===== config.mk =====
export PLATFORM = sky130hd
export DESIGN_NAME = sys_router_arb
export DESIGN_NICKNAME = d
export VERILOG_FILES = /design/src/rtl/sra_pkg.sv /design/src/rtl/sra_dp.sv /design/src/rtl/sra_ctrl.sv /design/src/rtl/sra_rsp_arb.sv /design/src/rtl/sys_router_arb.sv
export SDC_FILE = /design/constraint.sdc
export NUM_CORES = 1
export LEC_CHECK = 0
export BUFFER_PORTS_ARGS = -buffer_cell sky130_fd_sc_hd__buf_4
export CAP_MARGIN = 10
export CORE_UTILIZATION = 43
export DETAILED_ROUTE_END_ITERATION = 10
export PLACE_DENSITY_LB_ADDON = 0.08
export SYNTH_ARGS = -nofsm -noshare
export SYNTH_HDL_FRONTEND = slang
export SYNTH_SLANG_ARGS = --single-unit

===== constraint.sdc =====
create_clock -name clk -period 4.1 [get_ports clk]
set_input_delay 0.615 -clock clk [delete_from_list [all_inputs] [get_ports clk]]
set_output_delay 0.615 -clock clk [all_outputs]
set_load 0.01 [all_outputs]

===== src/rtl/sra_pkg.sv =====
package sra_pkg;
  parameter int unsigned INIT_CNT = 3;
  localparam int unsigned IDX_W = $clog2(INIT_CNT);
  localparam int unsigned GNT_W = INIT_CNT + 1;

  typedef logic [IDX_W-1:0] initIdx_t;

  // strobes from control to the order/lock datapath
  typedef struct packed {
    logic             setLock;
    logic [GNT_W-1:0] lockVec;
    logic             clrLock;
    logic             promote;
    initIdx_t         promotePos;
  } arbStrobe_t;
endpackage


===== src/rtl/sra_dp.sv =====
module sra_dp
  import sra_pkg::*;
(
  input  logic                            clk,
  input  logic                            rst,
  input  arbStrobe_t                      stb,
  output logic [INIT_CNT-1:0][IDX_W-1:0]  order,
  output logic                            lockValid,
  output logic [GNT_W-1:0]                lockVec
);
  logic [INIT_CNT-1:0][IDX_W-1:0] orderNext;

  // move the entry at promotePos to the tail, shift the rest up
  always_comb begin
    orderNext = order;
    if (stb.promote) begin
      for (int k = 0; k < INIT_CNT - 1; k++) begin
        if (k >= int'(stb.promotePos)) orderNext[k] = order[k+1];
      end
      orderNext[INIT_CNT-1] = order[stb.promotePos];
    end
  end

  always_ff @(posedge clk) begin
    if (rst) begin
      for (int k = 0; k < INIT_CNT; k++) order[k] <= IDX_W'(k);
      lockValid <= 1'b0;
      lockVec   <= '0;
    end else begin
      order <= orderNext;
      if (stb.setLock) begin
        lockValid <= 1'b1;
        lockVec   <= stb.lockVec;
      end else if (stb.clrLock) begin
        lockValid <= 1'b0;
        lockVec   <= '0;
      end
    end
  end
endmodule


===== src/rtl/sra_ctrl.sv =====
module sra_ctrl
  import sra_pkg::*;
(
  input  logic [INIT_CNT-1:0]             reqValid,
  input  logic                            dbgValid,
  input  logic                            reqAccept,
  input  logic [INIT_CNT-1:0][IDX_W-1:0]  order,
  input  logic                            lockValid,
  input  logic [GNT_W-1:0]                lockVec,
  output logic [GNT_W-1:0]                reqGrant,
  output arbStrobe_t                      stb
);
  logic [GNT_W-1:0] freshGnt;
  logic [GNT_W-1:0] pendVec;
  logic             found;
  logic             done;
  logic             ordGrant;
  initIdx_t         grantPos;

  always_comb begin
    freshGnt = '0;
    found    = 1'b0;
    if (dbgValid) begin
      freshGnt[GNT_W-1] = 1'b1;
    end else begin
      for (int k = 0; k < INIT_CNT; k++) begin
        if (!found && reqValid[order[k]]) begin
          freshGnt[order[k]] = 1'b1;
          found = 1'b1;
        end
      end
    end
    reqGrant = lockValid ? lockVec : freshGnt;

    grantPos = '0;
    for (int k = 0; k < INIT_CNT; k++) begin
      if (reqGrant[order[k]]) grantPos = IDX_W'(k);
    end
    ordGrant = |reqGrant[INIT_CNT-1:0];
    pendVec  = {dbgValid, reqValid};
    done     = reqAccept && (|(reqGrant & pendVec));

    stb.setLock    = !lockValid && (|reqGrant) && !done;
    stb.lockVec    = reqGrant;
    stb.clrLock    = lockValid && done;
    stb.promote    = done && ordGrant;
    stb.promotePos = grantPos;
  end
endmodule


===== src/rtl/sra_rsp_arb.sv =====
module sra_rsp_arb #(
  parameter int unsigned TGT_CNT = 7
) (
  input  logic [TGT_CNT-1:0] rspValid,
  input  logic               rspSinkReady,
  output logic [TGT_CNT-1:0] rspGrant
);
  logic [TGT_CNT-1:0] anyHigher;

  assign anyHigher[0] = 1'b0;
  for (genvar i = 1; i < TGT_CNT; i++) begin : g_chain
    assign anyHigher[i] = anyHigher[i-1] | rspValid[i-1];
  end
  for (genvar i = 0; i < TGT_CNT; i++) begin : g_gnt
    assign rspGrant[i] = rspSinkReady & rspValid[i] & ~anyHigher[i];
  end
endmodule


===== src/rtl/sys_router_arb.sv =====
module sys_router_arb
  import sra_pkg::*;
#(
  parameter int unsigned TGT_CNT = 7
) (
  input  logic               clk,
  input  logic               rst,
  input  logic [INIT_CNT-1:0] reqValid,
  input  logic               dbgValid,
  input  logic               reqAccept,
  output logic [GNT_W-1:0]   reqGrant,
  input  logic [TGT_CNT-1:0] rspValid,
  input  logic               rspSinkReady,
  output logic [TGT_CNT-1:0] rspGrant
);
  arbStrobe_t                     stb;
  logic [INIT_CNT-1:0][IDX_W-1:0] order;
  logic                           lockValid;
  logic [GNT_W-1:0]               lockVec;

  sra_ctrl u_ctrl (
    .reqValid (reqValid),
    .dbgValid (dbgValid),
    .reqAccept(reqAccept),
    .order    (order),
    .lockValid(lockValid),
    .lockVec  (lockVec),
    .reqGrant (reqGrant),
    .stb      (stb)
  );

  sra_dp u_dp (
    .clk      (clk),
    .rst      (rst),
    .stb      (stb),
    .order    (order),
    .lockValid(lockValid),
    .lockVec  (lockVec)
  );

  sra_rsp_arb #(.TGT_CNT(TGT_CNT)) u_rsp (
    .rspValid    (rspValid),
    .rspSinkReady(rspSinkReady),
    .rspGrant    (rspGrant)
  );
endmodule


==> results of run 1 <==
final cells by class:
class / count / area, sq um
Clock buffer: 4 / 26.3
Inverter: 7 / 26.3
Fill cell: 215 / 1020
Multi-Input combinational cell: 106 / 781
Sequential cell: 11 / 220
Tap cell: 28 / 35.0
Timing Repair Buffer: 25 / 188
flip-flops by register name (all words and copies together), names as in the netlist:
signal          flops
u_dp.lockVec        4
u_dp.order          6
u_dp.lockValid      1
kinds of logic after synthesis:
group	Yosys count
buf+inv	17
mux	6
compound gates	49
flops	11
simple gates	51
cells in the final DEF (no fill, tap or decap), types with 3 or more instances in the layout:
master and instances:
nand2_1 13, a22oi_1 4, nor2b_1 4, inv_1 7, and3b_1 3, and2_1 7, dfxtp_1 11, mux2i_1 6
buf_4 25, o2111ai_1 5, a21oi_1 8, o211ai_1 7, clkbuf_4 3, nor2_1 6
power by group:
part           internal [uW]  total (uW)  switching (uW)
combinational           55.8         127            71.6
sequential               115         131            16.3
clock                   37.6        72.7            35.0
critical path, stage by stage (launching register included):
cell and delay (ns):
dfxtp_1 0.42, or4b_4 0.61, o221a_4 0.26, a22oi_4 0.28
buf_4 0.18
final timing paths:
| path | start | endpoint | cells after the start |
|---|---|---|---|
| worst max-delay path | u_dp.lockValid$_SDFFE_PP0P_ | reqGrant[0] | 4 |
| worst min-delay path | u_dp.lockVec[1]$_SDFFE_PP0P_ | u_dp.lockVec[1]$_SDFFE_PP0P_ | 2 |
| worst max register to register | u_dp.order[2]$_SDFFE_PP1P_ | u_dp.order[4]$_SDFFE_PP0P_ | 6 |
| worst min register to register | u_dp.lockVec[1]$_SDFFE_PP0P_ | u_dp.lockVec[1]$_SDFFE_PP0P_ | 2 |
layer usage:
metal	vias to the layer above	wire length (um)	GRT usage
li1	568	-	-
met1	570	1340	0.336
met2	75	1410	0.382
met4	0	16	0.0614
met3	2	292	0.0783
met5	-	0	0
stage by stage:
| step | util | cells | hold slack, ns | setup WS [ns] | instance area [sq um] |
|---|---|---|---|---|---|
| finish | 0.556 | 181 | 0.494 | 1.46 | 1280 |
| detailed placement | 0.544 | 177 | 0.488 | 1.45 | 1250 |
| global route | 0.556 | 181 | 0.518 | 1.37 | 1280 |
| global placement | 0.544 | 177 | 0.484 | 1.52 | 1250 |
| CTS | 0.556 | 181 | 0.496 | 1.46 | 1280 |
| floorplan | - | 134 | 0.453 | 1.73 | 1090 |
==> impl_metrics.env, run 1 <==
export IMPL_root_buffer="clkbuf_4"
export IMPL_fin_nets=169
export IMPL_num_rows=17
export IMPL_setup_viol=0
export IMPL_synth_seq_area_share=0.202
export IMPL_hold_buffers=0
export IMPL_synth_top_cell_by_area="dfxtp_1"
export IMPL_dr_first_iter_drc_count=55
export IMPL_slew_headroom=0.566
export IMPL_powerDensity_nw_per_um2=260
export IMPL_grt_ovfl_total=0
export IMPL_synth_fa_ha_area_frac=0
export IMPL_cp_max_fo=11
export IMPL_synth_top_cell_area_share=0.202
export IMPL_clk_latency_ns=0.27
export IMPL_die_area_sq_um=2740
export IMPL_area_growth_pct=17.0
export IMPL_synth_edf_count=0
export IMPL_synth_compound_area_frac=0.377
export IMPL_end_kind="output port"
export IMPL_h_tree_depth=1
export IMPL_finalClockSkew_ns=0.00417
export IMPL_synth_commonest_cells="13 x nand2_1, 11 x dfxtp_1, 8 x a21oi_1"
export IMPL_synth_ff_type="dfxtp_1"
export IMPL_dp_hpwl_um=2390
export IMPL_avgRoutedWirePerCell_um=16.9
export IMPL_drc=0
export IMPL_hold_viol=0
export IMPL_async_flop_share=0
export IMPL_r2r_setup_slack_ns=1.60
export IMPL_finalSetupTns_ns=0
export IMPL_rsz0062_at_grt="false"
export IMPL_vias=1215
export IMPL_timing_fmax_mhz=379
export IMPL_fin_crit_sh=0.643
export IMPL_drtPass1Iterations=5
export IMPL_wl_um=3070
export IMPL_outcome="finished, final reports clean"
export IMPL_synthCells=134
export IMPL_synth_top_family_by_area="compound AO/OA/AOI/OAI gates"
export IMPL_tritoncts="done"
export IMPL_syn_area_sq_um=1090
export IMPL_power_leakage_uw=0.000499
export IMPL_ios=26
export IMPL_vias_per_cell=6.71
export IMPL_clockBufferDepth=2
export IMPL_fp_dieH_um=52.4
export IMPL_fin_crit_ns=2.64
export IMPL_hold_path_class="reg2reg"
export IMPL_cp_required_ns=3.48
export IMPL_worstMarginPinSlew_ns=0.651
export IMPL_synth_cell_types=47
export IMPL_synth_area_top_cells="dfxtp_1 20%, mux2i_1 5.5%, o211ai_1 4.8%"
export IMPL_cts_made_buffers=3
export IMPL_cts_resized=0
export IMPL_critPathArrivalTime_ns=2.02
export IMPL_drive_gt1_frac=0.235
export IMPL_synth_area_per_cell_sq_um=8.14
export IMPL_ant_nets=0
export IMPL_worstSetupPathType="reg2out"
export IMPL_critPathLaunchType="register"
export IMPL_grt_usage=0.249
export IMPL_cts_sinks=11
export IMPL_peakVddDrop_mv=0.223
export IMPL_drv_slew=0
export IMPL_max_cap_violations=0
export IMPL_synth_fp_nets=149
export IMPL_core_area_sq_um=2300
export IMPL_cts_clk_slew_worst_paths_ns=0.06
export IMPL_synth_xor_xnor_area_share=0
export IMPL_yosys_area_share_simple=0.283
export IMPL_ys_warnings_count=0
export IMPL_grt_max_degree=13
export IMPL_post_cts_buffers=0
export IMPL_grt_pass1_wl_um=5150
export IMPL_die_width_um=52.4
export IMPL_antenna_found_initial=0
export IMPL_num_antenna_cells=0
export IMPL_io_buffers=25
export IMPL_grt_pass1_vias=1127
export IMPL_synthMostInstantiatedCell="nand2_1"
export IMPL_start_util=0.475
export IMPL_p_total_uw=332
export IMPL_place_congestion=0.848
export IMPL_synth_area_mux_share=0.0550
export IMPL_ys_ff_latch=11
Note: power is estimated with default switching activity, not from simulation.
==> run 2: changes to the inputs <==
==> constraint.sdc (replaced) <==
create_clock -name clk -period 2.58 [get_ports clk]
set_input_delay 0.387 -clock clk [delete_from_list [all_inputs] [get_ports clk]]
set_output_delay 0.387 -clock clk [all_outputs]
set_load 0.01 [all_outputs]
==> impl_metrics.env, run 2 (synthesized netlist as in run 1, its figures left out) <==
export IMPL_outcome="finished, final reports clean"
export IMPL_fin_crit_ns=2.44
export IMPL_clk_latency_ns=0.27
export IMPL_critPathLaunchType="register"
export IMPL_hold_path_end="u_dp.order[3]$_SDFFE_PP0P_"
export IMPL_hold_depth=2
export IMPL_placed_cells=182
export IMPL_grt_pass1_vias=1075
export IMPL_clockBufferDepth=2
export IMPL_use_met3=0.0551
export IMPL_finalClockSkew_ns=0.00361
export IMPL_power_leakage_uw=0.000524
export IMPL_finalSetupTns_ns=0
export IMPL_vias_per_cell=6.39
export IMPL_combPwrFrac=0.391
export IMPL_die_area_sq_um=2740
export IMPL_drc=0
export IMPL_hold_buffers=0
export IMPL_top_register="u_dp.order"
export IMPL_slew_headroom=0.593
export IMPL_grt_max_degree=13
export IMPL_core_area_sq_um=2300
export IMPL_io_buffers=25
export IMPL_reg2reg_depth=6
export IMPL_pwr_share_clk=0.222
export IMPL_internal_power_uw=338
export IMPL_peakVddDrop_mv=0.366
export IMPL_min_from="rst"
export IMPL_antenna_found_initial=0
export IMPL_r2r_setup_slack_ns=0.22
export IMPL_place_congestion=0.876
export IMPL_dp_hpwl_um=2420
export IMPL_grt_pass1_wl_um=5020
export IMPL_layout_commonest_cell="buf_4"
export IMPL_h_tree_depth=1
export IMPL_top_regs="u_dp.order (6), u_dp.lockVec (4), u_dp.lockValid (1)"
export IMPL_dr_first_iter_drc_count=29
export IMPL_grt_usage=0.251
export IMPL_fin_nets=174
export IMPL_p_switching_uw=201
export IMPL_cts_clk_slew_worst_paths_ns=0.07
export IMPL_avgRoutedWirePerCell_um=16.6
export IMPL_largest_register_ffs=6
export IMPL_tritoncts="done"
export IMPL_cp_required_ns=2.19
export IMPL_drtPass1Iterations=4
export IMPL_powerDensity_nw_per_um2=410
export IMPL_fin_cells=186
export IMPL_rsz0062_at_grt="false"
export IMPL_post_cts_buffers=0
export IMPL_ios=26
export IMPL_fin_util=0.572
export IMPL_worstReg2RegEnd="u_dp.order[4]$_SDFFE_PP0P_"
export IMPL_timing_fmax_mhz=410
export IMPL_hold_path_class="in2reg"
export IMPL_drive_gt1_frac=0.259
export IMPL_busiest_layer="met2"
export IMPL_cts_made_buffers=3
export IMPL_worstSetupPathType="reg2out"
export IMPL_num_antenna_cells=0
export IMPL_hold_viol=0
export IMPL_p_seq_frac=0.387
export IMPL_num_rows=17
export IMPL_end_kind="output port"
export IMPL_switching_share=0.373
export IMPL_cts_resized=0
export IMPL_max_cap_violations=0
export IMPL_critPathArrivalTime_ns=2.05
export IMPL_worstMarginPinSlew_ns=0.605
export IMPL_cts_sinks=11
export IMPL_wl_um=3100
export IMPL_vias=1189
export IMPL_area_growth_pct=20.4
export IMPL_root_buffer="clkbuf_4"
export IMPL_layout_common_cells="30 x buf_4, 13 x nand2_1, 11 x dfxtp_1"
export IMPL_start_util=0.475
export IMPL_die_width_um=52.4
export IMPL_drv_slew=0
export IMPL_r2r_start="u_dp.order[2]$_SDFFE_PP1P_"
export IMPL_grt_met1_usage=0.340
export IMPL_grt_ovfl_total=0
export IMPL_fp_dieH_um=52.4
export IMPL_grtUsageMet2=0.373
export IMPL_cp_max_fo=11
export IMPL_ant_nets=0
export IMPL_setup_viol=0
export IMPL_timing_hold_ws_ns=0.341
export IMPL_fin_crit_sh=0.946
[run 2: cell types whose count changed in the layout (fill, tap and decap cells not counted), sizes merged]
cell	previous run	this run
buf	25	30
[run 2: per-layer routing]
layer	vias up	routed length [um]	share of wire
li1	576	-	-
met1	554	1430	0.46
met2	49	1380	0.45
met3	10	183	0.059
met4	0	97	0.031
met5	-	0	0
[run 2: how the worst max path moves through the flow]
stage | startpoint | end | slack [ns] | depth (start not counted)
3_3_place_gp | dbgValid | u_dp.order[4]$_SDFFE_PP0P_ | 0.27 | 7
5_1_grt | u_dp.order[2]$_SDFFE_PP1P_ | u_dp.order[4]$_SDFFE_PP0P_ | 0.05 | 6
4_1_cts | u_dp.lockValid$_SDFFE_PP0P_ | reqGrant[0] | 0.13 | 4
6_report | u_dp.lockValid$_SDFFE_PP0P_ | reqGrant[0] | 0.14 | 4
3_5_place_dp | dbgValid | u_dp.order[4]$_SDFFE_PP0P_ | 0.24 | 7
2_1_floorplan | u_dp.order[0]$_SDFFE_PP0P_ | u_dp.order[4]$_SDFFE_PP0P_ | 0.53 | 7
[run 2: metrics by stage]
step	setup slack [ns]	area [sq um]	power [uW]
4_1_cts	0.129	1310	539
3_5_place_dp	0.237	1290	419
3_3_place_gp	0.274	1290	417
6_report	0.139	1310	538
2_1_floorplan	0.529	1090	353
5_1_grt	0.0534	1310	569
[run 2: final cells by class]
type,count,area [sq um]
multi-input combinational,106,781
tap,28,35.0
clock buffer,4,26.3
timing repair buffer,30,225
fill,216,983
sequential,11,220
inverter,7,26.3
[run 2: worst max-delay path: stages (launching register included)]
cell and delay, ns:
dfxtp_1 0.42, or4b_4 0.61, o221a_4 0.26, a22oi_4 0.30
buf_4 0.19
[run 2: power groups by stage]
| stage | Combinational [uW] | Sequential, uW | Clock (uW) |
|---|---|---|---|
| final | 211 | 208 | 120 |
| after floorplan | 159 | 193 | 0 |
| after CTS | 209 | 207 | 123 |
| after global placement | 206 | 211 | 0 |
| after detailed placement | 208 | 211 | 0 |
| after global routing | 229 | 210 | 130 |
